<file path="src/rtl/atapi_tf_pkg.sv">
package atapi_tf_pkg;

  // task register slots, offset from the task base address
  localparam int unsigned IDX_ERR  = 0;
  localparam int unsigned IDX_IRR  = 1;
  localparam int unsigned IDX_SNUM = 2;
  localparam int unsigned IDX_BCL  = 3;
  localparam int unsigned IDX_BCH  = 4;
  localparam int unsigned IDX_DRV  = 5;
  localparam int unsigned IDX_STAT = 6;

  // bit positions that neighbouring logic decodes
  localparam int unsigned STAT_BUSY  = 7;
  localparam int unsigned STAT_SEEK  = 4;
  localparam int unsigned DEVC_SRST  = 2;
  localparam int unsigned MODE_ABUSY = 1;

  // kick register data bits and pending vector slots
  localparam int unsigned KICK_LSB   = 4;
  localparam int unsigned PEND_SIG   = 0;
  localparam int unsigned PEND_SEEK  = 1;
  localparam int unsigned PEND_CLR   = 2;
  localparam int unsigned NKICK      = 3;

  typedef enum logic [1:0] {
    SQ_IDLE   = 2'd0,
    SQ_MARK   = 2'd1,
    SQ_UNBUSY = 2'd2,
    SQ_FINISH = 2'd3
  } seq_state_t;

  typedef struct packed {
    logic clr_srst;
    logic sig_load;
    logic set_busy;
    logic set_seek;
    logic clr_busy;
  } seq_act_t;

endpackage

</file>
<file path="src/rtl/kick_reg.sv">
module kick_reg
  import atapi_tf_pkg::*;
(
  input  logic             clk,
  input  logic             rst_n,
  input  logic             wr_en,
  input  logic [NKICK-1:0] kick_bits,
  input  logic [NKICK-1:0] done,
  output logic [NKICK-1:0] pend
);

  logic [NKICK-1:0] pend_q, pend_n;

  always_comb begin
    pend_n = pend_q & ~done;
    if (wr_en) begin
      pend_n = pend_n | kick_bits;
    end
  end

  always_ff @(posedge clk or negedge rst_n) begin
    if (!rst_n) begin
      pend_q <= '0;
    end else begin
      pend_q <= pend_n;
    end
  end

  assign pend = pend_q;

  // a pending bit may only appear after a write to the kick register
  assert_rise_needs_write_R3: assert property (@(posedge clk) disable iff (!rst_n)
    ((pend_q & ~$past(pend_q)) != '0) |-> $past(wr_en));

endmodule

</file>
<file path="src/rtl/kick_seq.sv">
module kick_seq
  import atapi_tf_pkg::*;
(
  input  logic             clk,
  input  logic             rst_n,
  input  logic [NKICK-1:0] pend,
  input  logic             auto_busy,
  output seq_act_t         act,
  output logic [NKICK-1:0] done
);

  seq_state_t state_q, state_n;

  always_comb begin
    state_n = state_q;
    act     = '0;
    done    = '0;
    case (state_q)
      SQ_IDLE: begin
        if (pend[PEND_CLR]) begin
          act.clr_srst   = 1'b1;
          done[PEND_CLR] = 1'b1;
        end else if (pend[PEND_SIG]) begin
          act.sig_load   = 1'b1;
          done[PEND_SIG] = 1'b1;
        end else if (pend[PEND_SEEK]) begin
          if (auto_busy) begin
            act.set_busy = 1'b1;
            state_n      = SQ_MARK;
          end else begin
            act.set_seek    = 1'b1;
            done[PEND_SEEK] = 1'b1;
          end
        end
      end
      SQ_MARK: begin
        act.set_seek = 1'b1;
        state_n      = SQ_UNBUSY;
      end
      SQ_UNBUSY: begin
        act.clr_busy = 1'b1;
        state_n      = SQ_FINISH;
      end
      default: begin
        done[PEND_SEEK] = 1'b1;
        state_n         = SQ_IDLE;
      end
    endcase
  end

  always_ff @(posedge clk or negedge rst_n) begin
    if (!rst_n) begin
      state_q <= SQ_IDLE;
    end else begin
      state_q <= state_n;
    end
  end

  // never more than one register action in a cycle
  assert_single_action_R8: assert property (@(posedge clk) disable iff (!rst_n)
    $onehot0(act));

  // the busy window cannot be entered without a pending seek kick
  assert_busy_from_pending_R5: assert property (@(posedge clk) disable iff (!rst_n)
    act.set_busy |-> pend[PEND_SEEK]);

endmodule

</file>
<file path="src/rtl/task_file.sv">
module task_file
  import atapi_tf_pkg::*;
#(
  parameter int unsigned    AW        = 8,
  parameter int unsigned    DW        = 8,
  parameter int unsigned    NTASK     = 7,
  parameter logic [AW-1:0]  TASK_BASE = 8'h31,
  parameter logic [AW-1:0]  MODE_ADDR = 8'h18,
  parameter logic [AW-1:0]  DEVC_ADDR = 8'h3E
) (
  input  logic          clk,
  input  logic          rst_n,
  input  logic          cpu_we,
  input  logic [AW-1:0] cpu_addr,
  input  logic [DW-1:0] cpu_wdata,
  input  seq_act_t      act,
  output logic [DW-1:0] rdata,
  output logic          auto_busy
);

  logic [NTASK-1:0][DW-1:0] task_q, task_n;
  logic [DW-1:0]            mode_q, mode_n;
  logic [DW-1:0]            devc_q, devc_n;

  function automatic logic [DW-1:0] sig_word(input int unsigned idx,
                                             input logic [DW-1:0] cur);
    logic [DW-1:0] w;
    w = cur;
    case (idx)
      IDX_ERR, IDX_IRR, IDX_SNUM: w = DW'(8'h01);
      IDX_BCL:                    w = DW'(8'h14);
      IDX_BCH:                    w = DW'(8'hEB);
      IDX_STAT: begin
        w            = '0;
        w[STAT_BUSY] = cur[STAT_BUSY];
        w[STAT_SEEK] = cur[STAT_SEEK];
      end
      default:                    w = cur;
    endcase
    return w;
  endfunction

  always_comb begin
    task_n = task_q;
    mode_n = mode_q;
    devc_n = devc_q;
    if (cpu_we && cpu_addr == MODE_ADDR) mode_n = cpu_wdata;
    if (cpu_we && cpu_addr == DEVC_ADDR) devc_n = cpu_wdata;
    for (int i = 0; i < NTASK; i++) begin
      if (cpu_we && cpu_addr == TASK_BASE + AW'(i)) task_n[i] = cpu_wdata;
      // sequence results take precedence over the microprocessor write
      if (act.sig_load && i != int'(IDX_DRV)) task_n[i] = sig_word(i, task_q[i]);
    end
    if (act.set_busy) begin
      task_n[IDX_STAT]            = task_q[IDX_STAT];
      task_n[IDX_STAT][STAT_BUSY] = 1'b1;
    end
    if (act.set_seek) begin
      task_n[IDX_STAT]            = task_q[IDX_STAT];
      task_n[IDX_STAT][STAT_SEEK] = 1'b1;
    end
    if (act.clr_busy) begin
      task_n[IDX_STAT]            = task_q[IDX_STAT];
      task_n[IDX_STAT][STAT_BUSY] = 1'b0;
    end
    if (act.clr_srst) begin
      devc_n            = devc_q;
      devc_n[DEVC_SRST] = 1'b0;
    end
  end

  always_ff @(posedge clk or negedge rst_n) begin
    if (!rst_n) begin
      task_q <= '0;
      mode_q <= '0;
      devc_q <= '0;
    end else begin
      task_q <= task_n;
      mode_q <= mode_n;
      devc_q <= devc_n;
    end
  end

  always_comb begin
    rdata = '0;
    if (cpu_addr == MODE_ADDR) rdata = mode_q;
    if (cpu_addr == DEVC_ADDR) rdata = devc_q;
    for (int i = 0; i < NTASK; i++) begin
      if (cpu_addr == TASK_BASE + AW'(i)) rdata = task_q[i];
    end
  end

  assign auto_busy = mode_q[MODE_ABUSY];

  assert_srst_dropped_R4: assert property (@(posedge clk) disable iff (!rst_n)
    act.clr_srst |=> !devc_q[DEVC_SRST]);

  assert_seek_set_R6: assert property (@(posedge clk) disable iff (!rst_n)
    act.set_seek |=> task_q[IDX_STAT][STAT_SEEK]);

  assert_busy_dropped_R5: assert property (@(posedge clk) disable iff (!rst_n)
    act.clr_busy |=> !task_q[IDX_STAT][STAT_BUSY]);

  assert_drive_kept_R7: assert property (@(posedge clk) disable iff (!rst_n)
    (act.sig_load && !(cpu_we && cpu_addr == TASK_BASE + AW'(IDX_DRV)))
      |=> $stable(task_q[IDX_DRV]));

  assert_override_R9: assert property (@(posedge clk) disable iff (!rst_n)
    (act.sig_load && cpu_we && cpu_addr == TASK_BASE + AW'(IDX_BCH))
      |=> task_q[IDX_BCH] == DW'(8'hEB));

endmodule

</file>
<file path="src/rtl/atapi_taskfile_seq.sv">
module atapi_taskfile_seq
  import atapi_tf_pkg::*;
#(
  parameter int unsigned   AW        = 8,
  parameter int unsigned   DW        = 8,
  parameter logic [AW-1:0] KICK_ADDR = 8'h17,
  parameter logic [AW-1:0] MODE_ADDR = 8'h18,
  parameter logic [AW-1:0] TASK_BASE = 8'h31,
  parameter logic [AW-1:0] DEVC_ADDR = 8'h3E
) (
  input  logic          clk,
  input  logic          rst_n,
  input  logic          cpu_we,
  input  logic [AW-1:0] cpu_addr,
  input  logic [DW-1:0] cpu_wdata,
  output logic [DW-1:0] cpu_rdata,
  output logic [2:0]    kick_pending
);

  localparam int unsigned NTASK = IDX_STAT + 1;

  logic             rst_meta_q, rst_sync_q;
  logic             kick_wr;
  logic             auto_busy;
  logic [NKICK-1:0] pend, done;
  seq_act_t         act;

  // asynchronous assertion, synchronous release
  always_ff @(posedge clk or negedge rst_n) begin
    if (!rst_n) begin
      rst_meta_q <= 1'b0;
      rst_sync_q <= 1'b0;
    end else begin
      rst_meta_q <= 1'b1;
      rst_sync_q <= rst_meta_q;
    end
  end

  assign kick_wr = cpu_we && (cpu_addr == KICK_ADDR);

  kick_reg u_kick (
    .clk       (clk),
    .rst_n     (rst_sync_q),
    .wr_en     (kick_wr),
    .kick_bits (cpu_wdata[KICK_LSB +: NKICK]),
    .done      (done),
    .pend      (pend)
  );

  kick_seq u_seq (
    .clk       (clk),
    .rst_n     (rst_sync_q),
    .pend      (pend),
    .auto_busy (auto_busy),
    .act       (act),
    .done      (done)
  );

  task_file #(
    .AW        (AW),
    .DW        (DW),
    .NTASK     (NTASK),
    .TASK_BASE (TASK_BASE),
    .MODE_ADDR (MODE_ADDR),
    .DEVC_ADDR (DEVC_ADDR)
  ) u_file (
    .clk       (clk),
    .rst_n     (rst_sync_q),
    .cpu_we    (cpu_we),
    .cpu_addr  (cpu_addr),
    .cpu_wdata (cpu_wdata),
    .act       (act),
    .rdata     (cpu_rdata),
    .auto_busy (auto_busy)
  );

  assign kick_pending = pend;

endmodule

</file>
<file path="config.mk">
export PLATFORM = sky130hd
export DESIGN_NAME = atapi_taskfile_seq
export DESIGN_NICKNAME = d
export VERILOG_FILES = /design/src/rtl/atapi_tf_pkg.sv /design/src/rtl/kick_reg.sv /design/src/rtl/kick_seq.sv /design/src/rtl/task_file.sv /design/src/rtl/atapi_taskfile_seq.sv
export SDC_FILE = /design/constraint.sdc
export NUM_CORES = 1
export LEC_CHECK = 0
export CAP_MARGIN = 40
export CORE_MARGIN = 4
export CORE_UTILIZATION = 37
export CTS_CLUSTER_SIZE = 25
export DETAILED_ROUTE_END_ITERATION = 8
export DONT_BUFFER_PORTS = 1
export PLACE_DENSITY = 0.51
export SLEW_MARGIN = 40
export SYNTH_ARGS = -nofsm -noshare
export SYNTH_HDL_FRONTEND = slang
export SYNTH_SLANG_ARGS = --single-unit
</file>
<file path="constraint.sdc">
create_clock -name clk -period 3.65 [get_ports clk]
set_input_delay 0.365 -clock clk [delete_from_list [all_inputs] [get_ports clk]]
set_output_delay 0.365 -clock clk [all_outputs]
set_load 0.1 [all_outputs]
</file>
==> impl_metrics.csv, run 1 <==
group,metric,value,unit
run_status,status,"complete, no violations",
cts,clkTransAtPathRegs,0.09,ns
synthesis,synth-edff-count,0,
timing,setup_viol_count_final,0,
synthesis,synth_top_family_by_area,"multiplexers",
flow_run,drv_cap,0,
synthesis,async_flop_share,100,%
synthesis,yosys.area.top_type_share,48.7,%
global_routing,gr-total-overflow,0,
synthesis,synth_largest_area_cell,"dfrtp_1",
synthesis,synthMuxAreaShare,20.5,%
layout,drive_gt1_share,18.5,%
worst_setup_path,crit_buf_inv,1,
drt,route.detailed.drc,0,
synthesis,ys_warn_count,0,
worst_setup_path,arrival,2.23,ns
synthesis,synth-xor-area-share,0,%
pwr,switching_share,26.2,%
layout,multi_input_area,1960,sq um
floorplan,io_pins,30,
cts,cts.path.max_buffers,2,
drt,vias,3010,
timing,rsz0062_at_grt,"no",
drt,drt_iter0_drc,163,
pwr,vdd_drop_max,278,uV
worst_setup_path,cp_max_fo,9,
layout,fillCellCount,997,
placement,finalWeightedCongestion,0.867,
timing,fin_hold_ws,0.111,ns
synthesis,synth_top_flop_cell,"dfrtp_1",
synthesis,synth_fa_ha_area_share,1.23,%
synthesis,synth_commonest_cells,"dfrtp_1 (79), mux2i_1 (44), nand2_1 (37), nor2_1 (35), mux2_2 (27)",
timing,worstMarginPinSlew,0.683,ns
worst_setup_path,cp_cell_sequence,"or3b_1 > or2_1 > a221oi_1 > a31oi_1 > a21oi_2 > buf_4",
pwr,p_switching,502,uW
worst_setup_path,regToRegEndpoint,"u_file.task_q[55]$_DFFE_PN0P_",
synthesis,yosysSeqAreaShare,48.7,%
drt,vias_per_cell,5.73,
timing,slew_viol_final,0,
layout,final-seq-area,1980,sq um
floorplan,die_area,12700,sq um
drt,drt_pass1_iterations,4,
synthesis,ys_types,47,
drt,finalWirelength,11100,um
floorplan,die_y,113,um
timing,fin_crit,2.59,ns
timing,fin_ws,1.06,ns
cts,cts_buffers,9,
timing,fin_setup_tns,0,ns
cts,tritoncts,"built",
global_routing,grt_max_degree,32,
layout,finish.utilization,43.3,%
synthesis,synth-seq-cells,79,
cts,clockRootBuffer,"clkbuf_8",
worst_setup_path,criticalPathCategory,"input pin to output pin",
timing,maxSlewHeadroom,54.3,%
worst_setup_path,crit-reg2reg-launch,"u_seq.state_q[0]$_DFFE_PN0P_",
synthesis,synth_most_common_cell,"dfrtp_1",
synthesis,synth_cells,385,
synthesis,yosys-top-cells-area,"dfrtp_1 (49%), mux2i_1 (11%), mux2_2 (7.5%)",
drt,ant_nets,0,
global_routing,antenna_found_initial,0,
worst_setup_path,critical_path_required,3.28,ns
synthesis,synth-simple-area-share,13.2,%
pwr,comb_power_share,12.4,%
layout,syn2layout_area_growth,12.1,%
synthesis,synth.avg_cell_area,10.5,sq um
placement,port_buffers,0,
pwr,power.share.clock,36.9,%
cts,cts.sinks,79,
synthesis,syn-cell-area,4060,sq um
floorplan,row_count,37,
pwr,internal_power,1.41,mW
min_path,hold_depth,2,
min_path,min_from,"cpu_wdata[6]",
placement,dp_slack,0.954,ns
synthesis,syn-num-nets,408,
min_path,hold_class,"input pin to flip-flop",
pwr,pwr-share-seq,50.7,%
worst_setup_path,critical-path-slowest-cell,"or3b_1",
cts,ctsHtreeMaxLevel,3,
layout,antenna_cells,0,
layout,nets,407,
drt,wl_per_cell,21.1,um
pwr,power.density,420,nW/um^2
timing,max_freq,0.386,GHz
pwr,finalPower,1.91,mW
placement,dpl.hpwl,7690,um
worst_setup_path,cp_top_family,"simple AND/OR/NAND/NOR gates",
cts,clk_latency,0.37,ns
timing,finalCritPeriodShare,71.0,%
timing,finalHoldViolations,0,
worst_setup_path,cp-end-kind,"output pin",
floorplan,coreArea,10500,sq um
worst_setup_path,cp-start-kind,"input pin",
worst_setup_path,critical-path-max-stage-delay,0.52,ns
synthesis,synth-compound-area-share,12.0,%
pwr,p_leak,2.21,nW
global_routing,grt_pass1_wl,17700,um
worst_setup_path,r2r_setup_slack,1.41,ns
timing,finalClockSkew,0.0172,ns
worst_setup_path,rr_worst_depth,7,
global_routing,grt_pass1_vias,2994,
min_path,hold_end,"u_kick.pend[2]$_DFF_PN0_",
floorplan,die_w,113,um
floorplan,start_util,38.6,%
global_routing,grt_use_total,18.2,%
[registers in the layout, summed over array words and instances, names as in the netlist]
signal and cells:
rst_meta_q 1, rst_sync_q 1, u_file.devc_q 8, u_file.mode_q 8
u_file.task_q 56, u_kick.pend 3, u_seq.state_q 2
[worst reg2reg max path, cell delays in order, from the launching register on]
cell     delay (ns)
dfrtp_1        0.39
inv_1          0.08
ha_1           0.31
and3b_1        0.23
buf_4          0.25
or4_1          0.55
nor4_1         0.23
nor3_1         0.08
[power groups by stage]
stage	logic (mW)	registers, mW	clock network, mW
2_1_floorplan	0.190	0.985	0
5_1_grt	0.266	0.978	0.762
6_report	0.238	0.970	0.707
4_1_cts	0.238	0.971	0.723
3_3_place_gp	0.212	0.997	0
3_5_place_dp	0.236	0.988	0
[cell type report]
| class | count | area share (%) |
|---|---|---|
| clock buffers | 10 | 2.80 |
| clock inverters | 6 | 1.87 |
| inverters | 11 | 0.907 |
| multi-input cells | 266 | 43.2 |
| flip-flops and latches | 79 | 43.5 |
| well taps | 136 | 3.74 |
| repair buffers | 17 | 4.01 |
[cell usage in the layout, fill, tap and decap left out, types with 2 or more instances in the layout]
master	instances
ha_1	4
a22oi_1	3
nand2b_1	7
nand4_1	2
o21ai_0	21
and3_1	2
a22o_1	2
o22ai_1	8
nand3_1	7
a21oi_2	3
a21o_1	2
or4_1	2
clkinv_2	2
buf_4	13
nand3b_1	3
nor4_1	2
nor2_1	35
nor3_1	5
mux2i_1	44
nand2_1	37
o21a_1	2
a221o_1	3
mux2_2	27
o32ai_1	3
clkbuf_8	9
a21oi_1	8
a221oi_1	7
mux4_2	4
a31oi_1	3
bufinv_16	2
dfrtp_1	78
inv_1	11
clkinvlp_4	2
buf_16	2
[per-layer routing]
layer / share of wire, % / up-vias / track usage [%]
li1: - / 1378 / -
met1: 47 / 1540 / 26.5
met2: 46 / 80 / 26.9
met3: 5.0 / 12 / 4.28
met4: 1.4 / 0 / 5.45
met5: 0 / - / 0
[timing repair]
item	in CTS	in global routing
setup buffers	0	0
endpoints found under the hold margin	2	0
resized for setup	0	0
hold buffers	1	0
[worst max-delay path by stage]
stage | start | end | cells after the start
after global placement | cpu_addr[7] | u_file.task_q[33]$_DFFE_PN0P_ | 5
after detailed placement | cpu_addr[7] | u_file.task_q[37]$_DFFE_PN0P_ | 5
final | cpu_addr[7] | cpu_rdata[4] | 6
after global routing | cpu_addr[7] | cpu_rdata[1] | 6
after floorplan | cpu_addr[1] | cpu_rdata[1] | 7
after CTS | cpu_addr[7] | cpu_rdata[4] | 6
[cells by family (layout without fill, tap and decap cells)]
| family | count (synthesis) | after routing |
|---|---|---|
| muxes | 75 | 75 |
| AOI/OAI and AO/OA | 74 | 74 |
| other | 1 | 1 |
| and+or+nand+nor | 112 | 112 |
| adders and majority gates | 4 | 4 |
| DFF | 79 | 79 |
| buffers and inverters | 40 | 44 |
[stage by stage]
step	std cells	cell area, sq um
3_5_place_dp	508	4320
6_report	525	4550
4_1_cts	525	4550
3_3_place_gp	505	4250
2_1_floorplan	385	4070
5_1_grt	525	4550
Note: power is estimated with default switching activity, not from simulation.
==> run 2: changes to the inputs <==
--- a/config.mk
+++ b/config.mk
@@ -5,6 +5,7 @@
 export SDC_FILE = /design/constraint.sdc
 export NUM_CORES = 1
 export LEC_CHECK = 0
+export ABC_AREA = 1
 export CAP_MARGIN = 40
 export CORE_MARGIN = 4
 export CORE_UTILIZATION = 37
==> constraint.sdc (replaced) <==
create_clock -name clk -period 2.7 [get_ports clk]
set_input_delay 0.27 -clock clk [delete_from_list [all_inputs] [get_ports clk]]
set_output_delay 0.27 -clock clk [all_outputs]
set_load 0.1 [all_outputs]
==> run 2 against run 1 <==
  * Sequential share of layout area rose by 1.2 points
  * Die area fell by 1.6%
  * First-iteration DRC count rose by 45%
  * Flip-flop and latch count did not move
  * Count of clock-buffer cells in the layout fell by 1
  * Sequential power rose by 87%
  * Largest power group unchanged
==> impl_metrics.csv, run 2 <==
group,metric,value,unit
run_status,status,"complete, no violations",
pwr,finalPower,3.42,mW
floorplan,die_area,12500,sq um
synthesis,synth.avg_cell_area,8.18,sq um
timing,worstMarginPinSlew,0.586,ns
layout,top_register,"u_file.task_q",
worst_setup_path,cp_max_fo,11,
synthesis,synth-seq-cells,79,
timing,setup_viol_count_final,0,
timing,finalHoldViolations,0,
synthesis,synth_most_common_cell,"nand2_1",
layout,reg.largest.list,"u_file.task_q (56), u_file.devc_q (8), u_file.mode_q (8)",
cts,tritoncts,"built",
drt,ant_nets,0,
global_routing,grt_max_degree,41,
pwr,p_leak,2.13,nW
synthesis,synth_commonest_cells,"nand2_1 (156), dfrtp_1 (79), nand3_1 (39), inv_1 (38), o21ai_0 (35)",
synthesis,syn-cell-area,3990,sq um
cts,clkTransAtPathRegs,0.10,ns
layout,drive_gt1_share,13.7,%
cts,cts.sinks,79,
synthesis,yosys-top-cells-area,"dfrtp_1 (50%), nand2_1 (15%), nand3_1 (4.9%)",
layout,nets,528,
global_routing,grt_pass1_wl,18000,um
global_routing,antenna_found_initial,1,
drt,vias_per_cell,5.01,
global_routing,gr-total-overflow,0,
worst_setup_path,cp-start-kind,"input pin",
cts,cts_buffers,9,
layout,syn2layout_area_growth,11.1,%
floorplan,start_util,38.3,%
layout,largest_reg_flops,56,
cts,cts_resized,0,
global_routing,grt_use_total,18.5,%
worst_setup_path,criticalPathCategory,"input pin to output pin",
timing,maxSlewHeadroom,60.8,%
worst_setup_path,arrival,1.81,ns
floorplan,die_w,112,um
floorplan,coreArea,10400,sq um
synthesis,yosysSeqAreaShare,49.5,%
cts,clockRootBuffer,"clkbuf_8",
pwr,vdd_drop_max,393,uV
synthesis,yosys.area.top_type_share,49.5,%
timing,slew_viol_final,0,
placement,port_buffers,0,
timing,fin_setup_tns,0,ns
cts,cts_setup_buffers,0,
synthesis,synth-edff-count,0,
drt,wl_per_cell,17.0,um
timing,finalClockSkew,0.0153,ns
layout,final_cell_mix,"nand2_1 (156), dfrtp_1 (78), nand3_1 (39)",
timing,fin_crit,2.08,ns
synthesis,synth_top_flop_cell,"dfrtp_1",
timing,max_freq,0.481,GHz
flow_run,drv_cap,0,
placement,dpl.hpwl,8140,um
synthesis,ys_warn_count,0,
min_path,hold_class,"input pin to flip-flop",
layout,finish.utilization,42.6,%
synthesis,synth_largest_area_cell,"dfrtp_1",
timing,rsz0062_at_grt,"no",
cts,cts.path.max_buffers,2,
drt,drt_pass1_iterations,4,
synthesis,synth_cells,488,
cts,ctsHtreeMaxLevel,3,
drt,drt_iter0_drc,237,
floorplan,row_count,37,
layout,antenna_cells,0,
floorplan,die_y,112,um
placement,finalWeightedCongestion,0.925,
worst_setup_path,cp-end-kind,"output pin",
timing,finalCritPeriodShare,77.1,%
floorplan,io_pins,30,
synthesis,syn-num-nets,511,
drt,finalWirelength,11000,um
synthesis,ys_types,33,
drt,vias,3236,
synthesis,async_flop_share,100,%
cts,clk_latency,0.36,ns
drt,route.detailed.drc,0,
global_routing,grt_pass1_vias,3315,
pwr,power.density,770,nW/um^2
layout,layout_commonest_cell,"nand2_1",
worst_setup_path,critical_path_required,2.43,ns
-- run 2: cell count changes after synthesis, moves of 16 or more --
cell / before / now
nand2_1: 37 / 156
mux2i_1: 44 / 0
nand3_1: 8 / 39
inv_1: 11 / 38
mux2_2: 27 / 0
o21ai_2: 0 / 16
-- run 2: metrics by stage --
| stage | hold WS, ns | cell area, sq um | worst slack (ns) | std cells |
|---|---|---|---|---|
| 5_1_grt | 0.0305 | 4430 | 0.434 | 646 |
| 2_1_floorplan | -0.0256 | 3990 | 0.337 | 488 |
| 6_report | 0.0310 | 4430 | 0.620 | 646 |
| 4_1_cts | 0.0191 | 4430 | 0.628 | 646 |
| 3_3_place_gp | -0.0255 | 4200 | 0.611 | 628 |
| 3_5_place_dp | -0.0255 | 4220 | 0.631 | 629 |
-- run 2: timing repair --
| action | CTS | global route |
|---|---|---|
| hold buffers | 1 | 0 |
| endpoints found under the hold margin | 2 | 0 |
| endpoints found under the setup margin | 0 | 0 |
-- run 2: cell type report --
type,instances,area [sq um]
Inverter,45,169
Clock buffer,9,124
Multi-Input combinational cell,352,1750
Fill cell,1059,5980
Tap cell,136,170
Sequential cell,79,1980
Timing Repair Buffer,18,163
Clock inverter,7,78.8
-- run 2: worst max-delay path: stages --
cell and delay (ns):
inv_1 0.03, nand2_1 0.08, nor2_2 0.37, buf_4 0.26, nand3_1 0.08, nand2_1 0.08, nor2_1 0.05, nand3_1 0.10
nand2_1 0.06, nand2_1 0.06, nand2_1 0.05, nand2_1 0.12, buf_12 0.19
-- run 2: cell families after synthesis --
kind of cell,count (synthesis),share of synthesized area [%]
adder cells (fa/ha/maj),4,1.25
buffers and inverters,57,6.65
flip-flops,79,49.5
AND/OR/NAND/NOR,265,29.7
other,1,0.0940
AO/OA/AOI/OAI,82,12.7
-- run 2: layer usage --
layer,GRT usage [%],wire [um],vias up
li1,-,-,1632
met1,26.0,5270,1520
met2,27.7,4850,67
met3,4.73,596,15
met4,6.57,269,2
met5,0,7,-
-- run 2: final timing paths --
check | start | endpoint | slack (ns) | cells past startpoint
hold / removal | cpu_wdata[1] | u_file.mode_q[1]$_DFFE_PN0P_ | 0.03 | 2
max in group asynchronous | rst_sync_q$_DFF_PN0_ | u_file.devc_q[1]$_DFFE_PN0P_ | 1.77 | 1
setup / recovery | cpu_addr[6] | cpu_rdata[0] | 0.62 | 13
setup reg to reg | u_seq.state_q[0]$_DFFE_PN0P_ | u_file.task_q[53]$_DFFE_PN0P_ | 0.66 | 7
hold reg to reg | rst_sync_q$_DFF_PN0_ | u_file.task_q[46]$_DFFE_PN0P_ | 0.32 | 0
min in group asynchronous | rst_n | rst_sync_q$_DFF_PN0_ | 0.13 | 1
-- run 2: power by group --
part           switching (mW)  total [mW]  internal [mW]
combinational           0.426       0.698          0.272
clock                   0.472       0.910          0.438
sequential              0.239        1.81           1.57
